[src/rtl/coh_snoop_pkg.sv]
package coh_snoop_pkg;

   typedef enum logic [3:0] {
      ST_IDLE,
      ST_SNP_REQ,
      ST_SNP_RSP,
      ST_WB_AW,
      ST_WB_W,
      ST_WB_B,
      ST_CU_ACK,
      ST_SNP_DATA,
      ST_MEM_AR,
      ST_MEM_R,
      ST_FWD_AW,
      ST_FWD_W,
      ST_FWD_B
   } coh_state_e;

   typedef struct packed {
      logic write;
      logic clean_uniq;
      logic atomic;
   } coh_kind_t;

endpackage

[src/rtl/coh_hs_track.sv]
// Tracks a per-lane handshake round over a target mask.
module coh_hs_track #(
   parameter int N_LANE = 4
) (
   input  logic              clk_i,
   input  logic              rst_ni,
   input  logic              clear_i,
   input  logic              active_i,
   input  logic [N_LANE-1:0] target_i,
   input  logic [N_LANE-1:0] hs_i,
   output logic [N_LANE-1:0] pend_o,
   output logic              done_o
);

   logic [N_LANE-1:0] seen_q;
   logic [N_LANE-1:0] seen_next;

   assign seen_next = seen_q | hs_i;

   always_ff @(posedge clk_i or negedge rst_ni) begin
      if (!rst_ni) begin
         seen_q <= '0;
      end else if (clear_i) begin
         seen_q <= '0;
      end else if (active_i) begin
         seen_q <= seen_next;
      end
   end

   assign pend_o = active_i ? (target_i & ~seen_q) : '0;
   assign done_o = active_i && ((seen_next & target_i) == target_i);

endmodule

[src/rtl/coh_resp_latch.sv]
// Accumulates the per-master snoop response flags of one round.
module coh_resp_latch #(
   parameter int N_LANE = 4
) (
   input  logic              clk_i,
   input  logic              rst_ni,
   input  logic              clear_i,
   input  logic [N_LANE-1:0] hs_i,
   input  logic [N_LANE-1:0] data_i,
   input  logic [N_LANE-1:0] dirty_i,
   input  logic [N_LANE-1:0] err_i,
   output logic [N_LANE-1:0] data_o,
   output logic [N_LANE-1:0] dirty_o,
   output logic [N_LANE-1:0] err_o
);

   logic [N_LANE-1:0] data_q, dirty_q, err_q;

   always_ff @(posedge clk_i or negedge rst_ni) begin
      if (!rst_ni) begin
         data_q  <= '0;
         dirty_q <= '0;
         err_q   <= '0;
      end else if (clear_i) begin
         data_q  <= '0;
         dirty_q <= '0;
         err_q   <= '0;
      end else begin
         data_q  <= data_o;
         dirty_q <= dirty_o;
         err_q   <= err_o;
      end
   end

   // Merged view includes the responses arriving in the current cycle.
   assign data_o  = data_q  | (hs_i & data_i);
   assign dirty_o = dirty_q | (hs_i & dirty_i);
   assign err_o   = err_q   | (hs_i & err_i);

endmodule

[src/rtl/coh_lowest_pick.sv]
// Fixed priority: lowest set index wins.
module coh_lowest_pick #(
   parameter int N_LANE = 4,
   parameter int IW     = 2
) (
   input  logic [N_LANE-1:0] req_i,
   output logic [IW-1:0]     idx_o
);

   always_comb begin
      idx_o = '0;
      for (int i = N_LANE - 1; i >= 0; i--) begin
         if (req_i[i]) idx_o = IW'(i);
      end
   end

endmodule

[src/rtl/coh_seq.sv]
// Transaction sequencer: one request from acceptance to completion.
module coh_seq
   import coh_snoop_pkg::*;
(
   input  logic       clk_i,
   input  logic       rst_ni,
   input  logic       req_fire_i,
   input  coh_kind_t  kind_i,
   input  logic       ac_done_i,
   input  logic       cr_done_i,
   input  logic       hit_ok_i,
   input  logic       wb_need_i,
   input  logic       aw_ready_i,
   input  logic       wb_done_i,
   input  logic       w_ready_i,
   input  logic       b_valid_i,
   input  logic       ar_ready_i,
   input  logic       r_done_i,
   input  logic       line_done_i,
   input  logic       rsp_ready_i,
   output coh_state_e state_o
);

   coh_state_e st_q, st_d;
   logic       inval;

   assign inval = kind_i.write | kind_i.clean_uniq;

   always_comb begin
      st_d = st_q;
      unique case (st_q)
         ST_IDLE:     if (req_fire_i) st_d = ST_SNP_REQ;
         ST_SNP_REQ:  if (ac_done_i)  st_d = ST_SNP_RSP;
         ST_SNP_RSP: begin
            if (cr_done_i) begin
               if (inval) begin
                  if (wb_need_i)         st_d = ST_WB_AW;
                  else if (kind_i.write) st_d = ST_FWD_AW;
                  else                   st_d = ST_CU_ACK;
               end else begin
                  st_d = hit_ok_i ? ST_SNP_DATA : ST_MEM_AR;
               end
            end
         end
         ST_WB_AW:    if (aw_ready_i) st_d = ST_WB_W;
         ST_WB_W:     if (wb_done_i)  st_d = ST_WB_B;
         ST_WB_B:     if (b_valid_i)  st_d = kind_i.write ? ST_FWD_AW : ST_CU_ACK;
         ST_CU_ACK:   if (rsp_ready_i) st_d = ST_IDLE;
         ST_SNP_DATA: if (line_done_i) st_d = ST_IDLE;
         ST_MEM_AR:   if (ar_ready_i) st_d = ST_MEM_R;
         ST_MEM_R:    if (r_done_i)   st_d = ST_IDLE;
         ST_FWD_AW:   if (aw_ready_i) st_d = ST_FWD_W;
         ST_FWD_W:    if (w_ready_i)  st_d = ST_FWD_B;
         ST_FWD_B:    if (b_valid_i)  st_d = kind_i.atomic ? ST_MEM_R : ST_IDLE;
         default:     st_d = ST_IDLE;
      endcase
   end

   always_ff @(posedge clk_i or negedge rst_ni) begin
      if (!rst_ni) st_q <= ST_IDLE;
      else         st_q <= st_d;
   end

   assign state_o = st_q;

endmodule

[src/rtl/coh_snoop_ctrl.sv]
module coh_snoop_ctrl
   import coh_snoop_pkg::*;
#(
   parameter int N_MST      = 4,
   parameter int AW         = 32,
   parameter int DW         = 32,
   parameter int LINE_BEATS = 2,
   localparam int IW        = (N_MST > 1) ? $clog2(N_MST) : 1
) (
   input  logic                clk_i,
   input  logic                rst_ni,
   input  logic                req_valid_i,
   output logic                req_ready_o,
   input  logic [IW-1:0]       req_id_i,
   input  logic                req_write_i,
   input  logic                req_clean_uniq_i,
   input  logic                req_atomic_i,
   input  logic [AW-1:0]       req_addr_i,
   input  logic [DW-1:0]       req_wdata_i,
   output logic                rsp_valid_o,
   input  logic                rsp_ready_i,
   output logic [IW-1:0]       rsp_id_o,
   output logic [DW-1:0]       rsp_data_o,
   output logic                rsp_last_o,
   output logic [N_MST-1:0]    ac_valid_o,
   input  logic [N_MST-1:0]    ac_ready_i,
   output logic [AW-1:0]       ac_addr_o,
   output logic                ac_inval_o,
   input  logic [N_MST-1:0]    cr_valid_i,
   output logic [N_MST-1:0]    cr_ready_o,
   input  logic [N_MST-1:0]    cr_data_i,
   input  logic [N_MST-1:0]    cr_dirty_i,
   input  logic [N_MST-1:0]    cr_error_i,
   input  logic [N_MST-1:0]    cd_valid_i,
   output logic [N_MST-1:0]    cd_ready_o,
   input  logic [N_MST*DW-1:0] cd_data_i,
   output logic                aw_valid_o,
   input  logic                aw_ready_i,
   output logic [AW-1:0]       aw_addr_o,
   output logic                w_valid_o,
   input  logic                w_ready_i,
   output logic [DW-1:0]       w_data_o,
   output logic                w_last_o,
   input  logic                b_valid_i,
   output logic                b_ready_o,
   output logic                ar_valid_o,
   input  logic                ar_ready_i,
   output logic [AW-1:0]       ar_addr_o,
   input  logic                r_valid_i,
   output logic                r_ready_o,
   input  logic [DW-1:0]       r_data_i,
   input  logic                r_last_i
);

   localparam int BW = (LINE_BEATS > 1) ? $clog2(LINE_BEATS) : 1;
   localparam logic [BW-1:0] LAST_BEAT = BW'(LINE_BEATS - 1);

   // Elaboration-time parameter checks
   if (N_MST < 2 || N_MST > 8) begin : g_bad_nmst
      $error("coh_snoop_ctrl: N_MST must lie in 2..8");
   end
   if (LINE_BEATS < 1) begin : g_bad_beats
      $error("coh_snoop_ctrl: LINE_BEATS must be at least 1");
   end
   if (AW < 1 || DW < 1) begin : g_bad_width
      $error("coh_snoop_ctrl: AW and DW must be positive");
   end

   coh_state_e        st;
   coh_kind_t         kind_q;
   logic [IW-1:0]     id_q;
   logic [AW-1:0]     addr_q;
   logic [DW-1:0]     wdata_q;
   logic [N_MST-1:0]  tgt_q, tgt_d;
   logic [IW-1:0]     sel_q, pick_idx;
   logic [BW-1:0]     beat_q;
   logic              req_fire;
   logic [N_MST-1:0]  ac_hs, cr_hs;
   logic              ac_done, cr_done;
   logic [N_MST-1:0]  data_m, dirty_m, err_m, wb_m, pick_src;
   logic              hit_ok, wb_need, line_last;
   logic              cd_sel_valid, cd_fire;
   logic [DW-1:0]     cd_sel_data;
   logic [N_MST-1:0]  sel_oh;
   logic              wb_done, line_done, r_done;

   assign req_ready_o = (st == ST_IDLE);
   assign req_fire    = req_valid_i & req_ready_o;

   // Target mask: every lane except the initiator
   for (genvar g = 0; g < N_MST; g++) begin : g_tgt
      assign tgt_d[g] = (req_id_i != IW'(g));
   end

   always_ff @(posedge clk_i or negedge rst_ni) begin
      if (!rst_ni) begin
         kind_q  <= '0;
         id_q    <= '0;
         addr_q  <= '0;
         wdata_q <= '0;
         tgt_q   <= '0;
      end else if (req_fire) begin
         kind_q.write      <= req_write_i;
         kind_q.clean_uniq <= req_clean_uniq_i & ~req_write_i;
         kind_q.atomic     <= req_atomic_i & req_write_i;
         id_q              <= req_id_i;
         addr_q            <= req_addr_i;
         wdata_q           <= req_wdata_i;
         tgt_q             <= tgt_d;
      end
   end

   // Snoop request round
   assign ac_hs = ac_valid_o & ac_ready_i;

   coh_hs_track #(.N_LANE(N_MST)) u_ac_track (
      .clk_i    (clk_i),
      .rst_ni   (rst_ni),
      .clear_i  (req_fire),
      .active_i (st == ST_SNP_REQ),
      .target_i (tgt_q),
      .hs_i     (ac_hs),
      .pend_o   (ac_valid_o),
      .done_o   (ac_done)
   );

   assign ac_addr_o  = addr_q;
   assign ac_inval_o = kind_q.write | kind_q.clean_uniq;

   // Snoop response round
   assign cr_hs = cr_ready_o & cr_valid_i;

   coh_hs_track #(.N_LANE(N_MST)) u_cr_track (
      .clk_i    (clk_i),
      .rst_ni   (rst_ni),
      .clear_i  (req_fire),
      .active_i (st == ST_SNP_RSP),
      .target_i (tgt_q),
      .hs_i     (cr_hs),
      .pend_o   (cr_ready_o),
      .done_o   (cr_done)
   );

   coh_resp_latch #(.N_LANE(N_MST)) u_resp (
      .clk_i   (clk_i),
      .rst_ni  (rst_ni),
      .clear_i (req_fire),
      .hs_i    (cr_hs),
      .data_i  (cr_data_i),
      .dirty_i (cr_dirty_i),
      .err_i   (cr_error_i),
      .data_o  (data_m),
      .dirty_o (dirty_m),
      .err_o   (err_m)
   );

   assign wb_m     = data_m & dirty_m;
   assign hit_ok   = (|data_m) && !(|err_m);
   assign wb_need  = |wb_m;
   assign pick_src = (kind_q.write | kind_q.clean_uniq) ? wb_m : data_m;

   coh_lowest_pick #(.N_LANE(N_MST), .IW(IW)) u_pick (
      .req_i (pick_src),
      .idx_o (pick_idx)
   );

   always_ff @(posedge clk_i or negedge rst_ni) begin
      if (!rst_ni)                           sel_q <= '0;
      else if (st == ST_SNP_RSP && cr_done) sel_q <= pick_idx;
   end

   assign sel_oh       = {{(N_MST-1){1'b0}}, 1'b1} << sel_q;
   assign cd_sel_valid = |(cd_valid_i & sel_oh);
   assign cd_sel_data  = cd_data_i[int'(sel_q)*DW +: DW];
   assign line_last    = (beat_q == LAST_BEAT);
   assign cd_fire      = |(cd_valid_i & cd_ready_o);

   always_ff @(posedge clk_i or negedge rst_ni) begin
      if (!rst_ni)       beat_q <= '0;
      else if (req_fire) beat_q <= '0;
      else if (cd_fire)  beat_q <= line_last ? '0 : beat_q + BW'(1);
   end

   // Output steering per state
   always_comb begin
      rsp_valid_o = 1'b0;
      rsp_data_o  = '0;
      rsp_last_o  = 1'b0;
      cd_ready_o  = '0;
      aw_valid_o  = 1'b0;
      w_valid_o   = 1'b0;
      w_data_o    = '0;
      w_last_o    = 1'b0;
      b_ready_o   = 1'b0;
      ar_valid_o  = 1'b0;
      r_ready_o   = 1'b0;
      unique case (st)
         ST_WB_AW, ST_FWD_AW: aw_valid_o = 1'b1;
         ST_WB_W: begin
            w_valid_o  = cd_sel_valid;
            w_data_o   = cd_sel_data;
            w_last_o   = line_last;
            cd_ready_o = w_ready_i ? sel_oh : '0;
         end
         ST_FWD_W: begin
            w_valid_o = 1'b1;
            w_data_o  = wdata_q;
            w_last_o  = 1'b1;
         end
         ST_WB_B, ST_FWD_B: b_ready_o = 1'b1;
         ST_CU_ACK: begin
            rsp_valid_o = 1'b1;
            rsp_last_o  = 1'b1;
         end
         ST_SNP_DATA: begin
            rsp_valid_o = cd_sel_valid;
            rsp_data_o  = cd_sel_data;
            rsp_last_o  = line_last;
            cd_ready_o  = rsp_ready_i ? sel_oh : '0;
         end
         ST_MEM_AR: ar_valid_o = 1'b1;
         ST_MEM_R: begin
            rsp_valid_o = r_valid_i;
            rsp_data_o  = r_data_i;
            rsp_last_o  = kind_q.atomic | r_last_i;
            r_ready_o   = rsp_ready_i;
         end
         default: ;
      endcase
   end

   assign rsp_id_o  = id_q;
   assign aw_addr_o = addr_q;
   assign ar_addr_o = addr_q;

   assign wb_done   = w_valid_o & w_ready_i & line_last;
   assign line_done = rsp_valid_o & rsp_ready_i & line_last;
   assign r_done    = r_valid_i & rsp_ready_i & (kind_q.atomic | r_last_i);

   coh_seq u_seq (
      .clk_i       (clk_i),
      .rst_ni      (rst_ni),
      .req_fire_i  (req_fire),
      .kind_i      (kind_q),
      .ac_done_i   (ac_done),
      .cr_done_i   (cr_done),
      .hit_ok_i    (hit_ok),
      .wb_need_i   (wb_need),
      .aw_ready_i  (aw_ready_i),
      .wb_done_i   (wb_done),
      .w_ready_i   (w_ready_i),
      .b_valid_i   (b_valid_i),
      .ar_ready_i  (ar_ready_i),
      .r_done_i    (r_done),
      .line_done_i (line_done),
      .rsp_ready_i (rsp_ready_i),
      .state_o     (st)
   );

endmodule

[config.mk]
export PLATFORM = sky130hd
export DESIGN_NAME = coh_snoop_ctrl
export DESIGN_NICKNAME = d
export VERILOG_FILES = /design/src/rtl/coh_snoop_pkg.sv /design/src/rtl/coh_hs_track.sv /design/src/rtl/coh_resp_latch.sv /design/src/rtl/coh_lowest_pick.sv /design/src/rtl/coh_seq.sv /design/src/rtl/coh_snoop_ctrl.sv
export SDC_FILE = /design/constraint.sdc
export NUM_CORES = 1
export LEC_CHECK = 0
export BUFFER_PORTS_ARGS = -buffer_cell sky130_fd_sc_hd__buf_2
export CAP_MARGIN = 5
export CORE_AREA = 10 10 166 168
export DETAILED_ROUTE_END_ITERATION = 7
export DIE_AREA = 0 0 176 178
export SYNTH_ARGS = -nofsm -noshare
export SYNTH_HDL_FRONTEND = slang
export SYNTH_HIERARCHICAL = 1
export SYNTH_SLANG_ARGS = --single-unit
[constraint.sdc]
create_clock -name clk_i -period 7.02 [get_ports clk_i]
set_input_delay 1.755 -clock clk_i [delete_from_list [all_inputs] [get_ports clk_i]]
set_output_delay 1.755 -clock clk_i [all_outputs]
set_load 0.01 [all_outputs]
==> metrics, run 1 <==
outcome completed; Clock Skew 6.727 ps; HP Class flip-flop to flip-flop; CP Max Fanout 3; total global routing track utilization 17.48%; Cell variety after synth 62; Area growth, synth to finish 32.00%; Initial Util 28.91%; CTS tree yes; Synth Register Bits 100; # clock sinks 100; cts-stage hold buffer count 0; register area 2505 µm²; YS warnings 6; Final Non-Filler Cells 1263; Via Count 6272; slowest CP cell mux4_2; ys flop type dfrtp_1; die area 31330 µm²; Skew-Pair Late Insertion Delay 350 ps; f_max 216.4 MHz; row count 57; chip height 178 µm; Detailed Route WL 29530 µm; Crit. End Element primary output; initial antenna violation count 8; global-route wire length before repair 41860 µm; Starting DRT DRC Count 462; Final setup viols 0; Final ANT Viol Nets 0; Final Instance Area 9198 µm²; Placed Area 8895 µm²; most frequent cell on the critical path buf_2; vias in the first global route 6504; area fraction of the dominant cell type after synthesis 35.91%; Mean Syn Cell Area 12.22 µm²; root buffer cell clkbuf_16; gr ovfl total 0; placed instance count 1243; EDFF count, synth 0; core area 24110 µm²; Num CTS Buffers 9; RSZ-0062 raised after global routing false; CTS resizes 0; final hold slack 494.8 ps; crit path buf inv count 2; Filler Cell Count 2490; Buffers on Ports 446; First-pass DRT Iterations 5; wire length per cell 23.38 µm; RePlAce Congestion 0.9440; DRC viols 0; Tcrit/Tclk final 65.83%; largest net degree at the start of global routing 91; Worst path max stage delay 530 ps; post-CTS setup buffer count 0; largest area contributor in the netlist dfrtp_1; final hold viol count 0; Crit Path Class input port to primary output; CTS Buffer Depth 2; startpoint type of the worst setup path input port; Clk pin slew, worst setup/hold paths 80 ps; setup_tns 0 ps; area of the multi-input gates 3625 µm²; layout cells sized above 1 63.21%; ys async rst share 100.0%; worst-path cell chain buf_2, mux4_2, a221o_1, buf_2; Power Density 380.2 nW/µm²; Max Slew Vio Count 0; CP top delay family multiplexers; Tmin final 4622 ps; Syn Inst Count 570; Worst Path Arrival 2870 ps; Lkg Pwr 4.794 nW; die width 176 µm; Slew headroom 31.66%; Via-to-Cell Ratio 4.966; IO Pins 447; Post-Syn Area 6968 µm²; WP data required 5270 ps; Syn Nets 833; max-capacitance violation count 0; Seq/Total Area, Yosys 35.91%; Nets 1193; overall power 3.497 mW; Slew @ Worst Pin 1016 ps; top area cells in the synthesized netlist dfrtp_1, mux2_4, mux4_2; DP HPWL 23890 µm; H-tree Lvls 3; Worst VDD drop 166.5 µV
## metal layers
metal / global-route usage, % / vias to the layer above / wire (µm) / part of all wire (%)
met5: 0 / - / 44 / 0.15
met4: 4.592 / 8 / 432 / 1.5
met3: 5.433 / 31 / 2433 / 8.2
met2: 28.53 / 321 / 14430 / 49
met1: 21.97 / 3101 / 12200 / 41
li1: - / 2811 / - / -
## layout by cell type (no fill, tap or decap), types with 3 or more instances in the layout
master	instances
nor3_1	7
mux2_4	60
nor4_1	4
nor3b_1	17
and2b_1	3
a21oi_1	15
a22oi_1	4
buf_4	9
buf_2	445
a31oi_1	5
a21o_1	15
nor4b_1	3
inv_1	12
o21ai_0	15
mux4_2	33
dfrtp_1	98
a22o_1	64
nor2_1	17
nor2b_4	9
nand2_1	7
nand2b_1	4
inv_6	3
diode_2	4
clkbuf_16	9
and3b_1	3
nor2b_1	3
mux2i_1	8
mux2_1	6
and3_1	4
and2_1	9
o21a_1	4
## cell usage after synthesis (5+ instances only)
| cell | instances |
|---|---|
| a21o_1 | 15 |
| a21oi_1 | 15 |
| a22o_1 | 64 |
| a31oi_1 | 5 |
| and2_1 | 9 |
| buf_12 | 6 |
| buf_2 | 16 |
| buf_4 | 66 |
| clkbuf_1 | 12 |
| dfrtp_1 | 100 |
| inv_1 | 12 |
| mux2_1 | 6 |
| mux2_4 | 60 |
| mux2i_1 | 8 |
| mux4_2 | 33 |
| nand2_1 | 7 |
| nor2_1 | 17 |
| nor2b_4 | 9 |
| nor3_1 | 7 |
| nor3b_1 | 17 |
| o21ai_0 | 15 |
## final timing paths
| kind | end | startpoint | slack, ps | depth (start not counted) |
|---|---|---|---|---|
| worst max register to register | u_seq/state_o[0] | u_seq/state_o[2] | 3070 | 10 |
| max in group asynchronous | sel_q[1] | rst_ni | 4400 | 2 |
| worst min-delay path | u_ac_track/seen_q[2] | u_ac_track/seen_q[2] | 490 | 2 |
| worst max-delay path | rsp_valid_o | cd_valid_i[3] | 2400 | 4 |
| min in group asynchronous | ac_addr_o[29] | rst_ni | 1350 | 1 |
| worst min register to register | u_ac_track/seen_q[2] | u_ac_track/seen_q[2] | 490 | 2 |
## per-stage QoR
stage | setup WS, ps | util [%]
after detailed placement | 2373 | 36.90
after floorplan | 2689 | -
after global routing | 2246 | 38.14
after CTS | 2373 | 38.11
final | 2398 | 38.16
after global placement | 2409 | 36.90
## cell families after synthesis
logic type / after synthesis / share of synthesized area [%]
flip-flops: 100 / 35.91
AND/OR/NAND/NOR: 104 / 10.59
XOR/XNOR: 1 / 0.1257
buffers and inverters: 120 / 12.43
AO/OA/AOI/OAI: 136 / 14.90
multiplexers: 109 / 26.04
## sequential cells by signal, summed over array words and instances, names as in the netlist
signal	flops
rsp_id_o	2
u_ac_track/seen_q	4
ac_addr_o	32
sel_q	2
u_resp/dirty_q	4
u_resp/data_q	4
u_cr_track/seen_q	4
wdata_q	32
tgt_q	4
kind_q	3
beat_q	1
u_resp/err_q	4
u_seq/state_o	4
## worst min-delay path, stage by stage (launching register included)
cell     delay, ps
dfrtp_1        340
a21oi_1         40
nor2_1          80
## final cells by class
type,instances,share of cell area [%]
Multi-Input combinational cell,350,39.41
Sequential cell,100,27.23
Timing Repair Buffer,454,24.95
Tap cell,324,4.408
Clock buffer,9,2.449
Clock inverter,7,0.7346
Inverter,15,0.7074
Antenna cell,4,0.1088
## report_power, final
group          total, mW  leakage, nW  internal (mW)  switching (mW)
Clock              0.500        0.145          0.250           0.250
Sequential          1.10         1.22          0.848           0.251
Combinational       1.90         3.43          0.969           0.929
Total               3.50         4.79           2.07            1.43
Power figures use the tool's default switching activity.
==> run 2: changes to the inputs <==
==> constraint.sdc (replaced) <==
create_clock -name clk_i -period 4.6 [get_ports clk_i]
set_input_delay 1.15 -clock clk_i [delete_from_list [all_inputs] [get_ports clk_i]]
set_output_delay 1.15 -clock clk_i [all_outputs]
set_load 0.01 [all_outputs]
==> metrics, run 2 (synthesis gave the netlist of run 1 again) <==
Crit Path Class flip-flop to primary output; core area 24110 µm² (unchanged); Final ANT Viol Nets 0 (unchanged); Worst Path Arrival 2650 ps (-220 ps); CTS tree yes; final hold slack 492.6 ps (-2.224 ps); largest net degree at the start of global routing 65 (-29%); layout cells sized above 1 63.52% (+0.31 points); part of the power in combinational logic 54.3% (about the same); max-capacitance violation count 0 (unchanged); r2r setup slk 1130 ps (-1940 ps); Clock Skew 8.881 ps (+2.154 ps); CTS resizes 0 (unchanged); startpoint type of the worst setup path flip-flop; CTS Buffer Depth 2 (unchanged); Via Count 6315 (+0.69%); Slew @ Worst Pin 952.8 ps (-62.86 ps); total global routing track utilization 18.33% (+0.85 points); most common cell after layout, fill and taps aside buf_2; HP Class flip-flop to flip-flop; final hold viol count 0 (unchanged); die area 31330 µm² (unchanged); Detailed Route WL 30890 µm (+4.6%); wire length per cell 24.23 µm (+3.6%); clock share of power 14.4% (about the same); global-route wire length before repair 43400 µm (+3.7%); H-tree Lvls 3 (unchanged); Psw 2.213 mW (+55%); root buffer cell clkbuf_16; Worst VDD drop 351.9 µV (+110%); Clk pin slew, worst setup/hold paths 80 ps (about the same); Max Slew Vio Count 0 (unchanged); row count 57 (unchanged); Sequential Power Share 31.3% (about the same); Via-to-Cell Ratio 4.953 (-0.26%); # clock sinks 100 (unchanged); setup_tns 0 ps (unchanged); commonest cells after routing, fill and taps aside buf_2, dfrtp_1, a22o_1, mux2_4, mux4_2; RSZ-0062 raised after global routing false; DP HPWL 25260 µm (+5.7%); Int Power 3.181 mW (+54%); WP data required 3450 ps (-1820 ps); cts-stage hold buffer count 0 (unchanged); IO Pins 447 (unchanged); Buffers on Ports 446 (unchanged); Crit. End Element primary output; Skew-Pair Late Insertion Delay 360 ps (about the same); Area growth, synth to finish 33.51%; Power Density 579.8 nW/µm² (+53%); vias in the first global route 6634 (+2.0%); gr ovfl total 0 (unchanged); CP Max Fanout 27 (+24); Num CTS Buffers 9 (unchanged); Tmin final 3798 ps; DRC viols 0 (unchanged); die width 176 µm (unchanged); chip height 178 µm (unchanged); RePlAce Congestion 0.9101 (-3.6%); sw frac 41.02% (+0.15 points); Initial Util 28.91% (unchanged); Final setup viols 0 (unchanged); outcome completed; First-pass DRT Iterations 5 (unchanged); Tcrit/Tclk final 82.56%; initial antenna violation count 12 (+4); Nets 1201 (+0.67%); Lkg Pwr 4.847 nW (+1.1%); Slew headroom 36.48% (+4.8 points); Starting DRT DRC Count 362 (-22%); f_max 263.3 MHz; post-CTS setup buffer count 0 (unchanged)
[run 2: per-layer routing]
layer	up-vias	wire [µm]	GRT usage, %	share of wire (%)
met5	-	38	0	0.12
met4	6	794	7.029	2.6
met3	38	2582	6.047	8.4
met2	345	15100	29.71	49
met1	3096	12380	22.20	40
li1	2830	-	-	-
[run 2: worst max-delay path: stages, from the launching register on]
cell and delay [ps]:
dfrtp_1 860, nor2b_1 280, and3_1 350, buf_4 380, a22o_1 270, buf_2 160
[run 2: metrics by stage]
step / total power [mW] / setup WS (ps) / std cells / util [%] / cell area [µm²]
after floorplan: 3.917 / 1199 / 570 / - / 6968
after global placement: 4.619 / 1164 / 1251 / 37.25 / 8980
after detailed placement: 4.656 / 1119 / 1251 / 37.25 / 8980
after CTS: 5.466 / 776.5 / 1267 / 38.51 / 9283
after global routing: 5.753 / 574.5 / 1274 / 38.58 / 9300
final: 5.394 / 802.1 / 1275 / 38.59 / 9303
[run 2: power groups by stage]
stage | Combinational, mW | Sequential [mW] | Clock, mW
finish | 2.93 | 1.69 | 0.777
floorplan | 2.29 | 1.63 | 0
detailed placement | 2.96 | 1.70 | 0
global route | 3.15 | 1.76 | 0.847
global placement | 2.93 | 1.68 | 0
CTS | 2.96 | 1.69 | 0.814
[run 2: worst paths after layout]
check / startpoint / to / depth (start not counted)
setup / recovery: u_seq/state_o[2] / rsp_data_o[26] / 5
hold / removal: u_cr_track/seen_q[3] / u_cr_track/seen_q[3] / 2
setup reg to reg: u_seq/state_o[2] / u_seq/state_o[0] / 12
hold reg to reg: u_cr_track/seen_q[3] / u_cr_track/seen_q[3] / 2
max in group asynchronous: rst_ni / wdata_q[8] / 2
min in group asynchronous: rst_ni / ac_addr_o[29] / 1
[run 2: layout make-up]
| cell class | instances | area [µm²] |
|---|---|---|
| Antenna cell | 8 | 20.02 |
| Clock buffer | 9 | 225.2 |
| Clock inverter | 7 | 77.57 |
| Fill cell | 2487 | 14800 |
| Inverter | 15 | 65.06 |
| Multi-Input combinational cell | 350 | 3625 |
| Sequential cell | 100 | 2505 |
| Tap cell | 324 | 405.4 |
| Timing Repair Buffer | 462 | 2380 |
==> run 3: changes to the inputs <==
--- a/config.mk
+++ b/config.mk
@@ -5,11 +5,12 @@
 export SDC_FILE = /design/constraint.sdc
 export NUM_CORES = 1
 export LEC_CHECK = 0
+export ABC_AREA = 1
 export BUFFER_PORTS_ARGS = -buffer_cell sky130_fd_sc_hd__buf_2
 export CAP_MARGIN = 5
-export CORE_AREA = 10 10 166 168
+export CORE_AREA = 10 10 167 169
 export DETAILED_ROUTE_END_ITERATION = 7
-export DIE_AREA = 0 0 176 178
+export DIE_AREA = 0 0 177 179
 export SYNTH_ARGS = -nofsm -noshare
 export SYNTH_HDL_FRONTEND = slang
 export SYNTH_HIERARCHICAL = 1
==> constraint.sdc (replaced) <==
create_clock -name clk_i -period 3.5 [get_ports clk_i]
set_input_delay 0.875 -clock clk_i [delete_from_list [all_inputs] [get_ports clk_i]]
set_output_delay 0.875 -clock clk_i [all_outputs]
set_load 0.01 [all_outputs]
==> metrics, run 3 <==
hold path endpoint rsp_id_o[1]; EDFF count, synth 0 (unchanged); Post-synth top cells nand2_1, nand3_1, dfrtp_1, inv_1, buf_4; Crit. End Element primary output; hold path cells 2 (unchanged); startpoint type of the worst setup path flip-flop; Buffers on Ports 446 (unchanged); largest net degree at the start of global routing 74 (+14%); gr ovfl total 0 (unchanged); Final setup viols 0 (unchanged); Via Count 8110 (+28%); RePlAce Congestion 0.9780 (+7.5%); Max Slew Vio Count 0 (unchanged); overall power 6.793 mW (+26%); DRC viols 0 (unchanged); XOR/XNOR share of the synthesized area 0% (-0.13 points); Slew @ Worst Pin 851.3 ps (-101.6 ps); Seq/Total Area, Yosys 35.36% (-0.55 points); placed instance count 1667 (+33%); Num CTS Buffers 9 (unchanged); DP HPWL 26040 µm (+3.1%); mux cell area share after synthesis 0% (-26 points); post-CTS setup buffer count 0 (unchanged); Tcrit/Tclk final 93.56%; Synth Area in Adders 0% (unchanged); row count 58 (+1.8%); root buffer cell clkbuf_16; wire length per cell 19.08 µm (-21%); Detailed Route WL 32160 µm (+4.1%); Final Non-Filler Cells 1686 (+32%); Starting DRT DRC Count 508 (+40%); Worst VDD drop 388.9 µV (+11%); CP Max Fanout 14 (-48%); r2r worst-path depth 22 (+10); Area growth, synth to finish 32.87%; Clk pin slew, worst setup/hold paths 90 ps (about the same); largest family of logic cells by synthesized area simple AND/OR/NAND/NOR gates; top area cells in the synthesized netlist dfrtp_1, nand2_1, nand3_1; die area 31680 µm² (+1.1%); f_max 305.4 MHz; Worst Path Arrival 2400 ps (-250 ps); Cell variety after synth 35 (-44%); YS warnings 6 (unchanged); layout cells sized above 1 39.10% (-24 points); outcome completed; ys async rst share 100.0% (unchanged); ys flop type dfrtp_1; setup_tns 0 ps (unchanged); Power Density 722.5 nW/µm² (+25%); Tmin final 3275 ps; largest area contributor in the netlist dfrtp_1; cts-stage hold buffer count 0 (unchanged); HP Class flip-flop to flip-flop; Mean Syn Cell Area 7.134 µm² (-42%); Final Instance Area 9403 µm² (+1.1%); CTS Buffer Depth 2 (unchanged); vias in the first global route 7905 (+19%); Nets 1611 (+34%); # clock sinks 100 (unchanged); worst r2r src u_seq/state_o[0]; Skew-Pair Late Insertion Delay 360 ps (about the same); setup ws final 225.2 ps (-576.9 ps); WP data required 2620 ps (-830 ps); post-synthesis compound-gate area fraction 15.52% (+0.62 points); Post-Synth Simple-Gate Area 33.91% (+23 points); Clock Skew 16.53 ps (+7.653 ps); Syn Nets 1255 (+51%); IO Pins 447 (unchanged); CTS tree yes; H-tree Lvls 3 (unchanged); max-capacitance violation count 0 (unchanged); initial antenna violation count 4 (-8); commonest cells after routing, fill and taps aside buf_2, nand2_1, nand3_1, dfrtp_1, inv_1; die width 177 µm (+0.57%); Crit Path Class flip-flop to primary output; First-pass DRT Iterations 7 (+2); r2r setup slk 700 ps (-430 ps); Slew headroom 43.25% (+6.8 points); Final Util 38.00% (-0.59 points); most common cell after layout, fill and taps aside buf_2; core area 24750 µm² (+2.7%); area fraction of the dominant cell type after synthesis 35.36% (-0.55 points); Lkg Pwr 5.517 nW (+14%); most common cell in the synthesized netlist nand2_1; Post-Syn Area 7077 µm² (+1.6%); Final ANT Viol Nets 0 (unchanged); Syn Inst Count 992 (+74%); dpl ws 628.8 ps (-490.6 ps); Via-to-Cell Ratio 4.810 (-2.9%); Placed Area 9094 µm² (+1.3%); final hold viol count 0 (unchanged); RSZ-0062 raised after global routing false; CTS resizes 0 (unchanged); Initial Util 28.60% (-0.31 points); chip height 179 µm (+0.56%); RR Endpoint u_seq/state_o[3]; total global routing track utilization 18.61% (+0.28 points); global-route wire length before repair 46130 µm (+6.3%); CP startpoint u_seq/state_o[0]; Synth Register Bits 100 (unchanged); final hold slack 482.6 ps (-9.962 ps); Hold Crit Start rsp_id_o[1]
==> run 3: report_power, final <==
| part | switching [mW] | total, mW | internal, mW | leakage [nW] |
|---|---|---|---|---|
| clock network | 0.507 | 1.01 | 0.506 | 0.147 |
| logic | 2.26 | 3.62 | 1.36 | 4.11 |
| registers | 0.479 | 2.16 | 1.68 | 1.26 |
| total | 3.25 | 6.79 | 3.54 | 5.52 |
==> run 3: worst max-delay path by stage <==
stage | end | slack (ps) | cells after the start
2_1_floorplan | u_seq/state_o[3] | 1170 | 21
3_3_place_gp | rsp_data_o[19] | 680 | 5
3_5_place_dp | rsp_data_o[7] | 630 | 5
4_1_cts | rsp_data_o[19] | 200 | 5
5_1_grt | rsp_valid_o | 80 | 9
6_report | rsp_data_o[19] | 230 | 5
==> run 3: final cells by class <==
class                           count  area, µm²
Fill cell                        2674      15340
Clock inverter                      7      76.32
Tap cell                          330      412.9
Clock buffer                        9      225.2
Inverter                           82      309.0
Sequential cell                   100       2504
Timing Repair Buffer              462       2367
Multi-Input combinational cell    693       3501
Antenna cell                        3      7.507
==> run 3: cell families after synthesis <==
kind of cell           count (synthesis)
AND/OR/NAND/NOR                      553
flip-flops                           100
buffers and inverters                199
AO/OA/AOI/OAI                        140
==> run 3: worst max-delay path, stage by stage, from the launching register on <==
cell and delay [ps]:
dfrtp_1 690, nand2_1 300, nor2_4 460, buf_4 270, a22o_1 170, buf_2 140
==> run 3: routing by layer <==
layer / routed length, µm / global-route usage, %
met1: 12850 / 22.42
met2: 15660 / 30.74
met3: 2630 / 5.160
met4: 1026 / 7.566
met5: 0 / 0
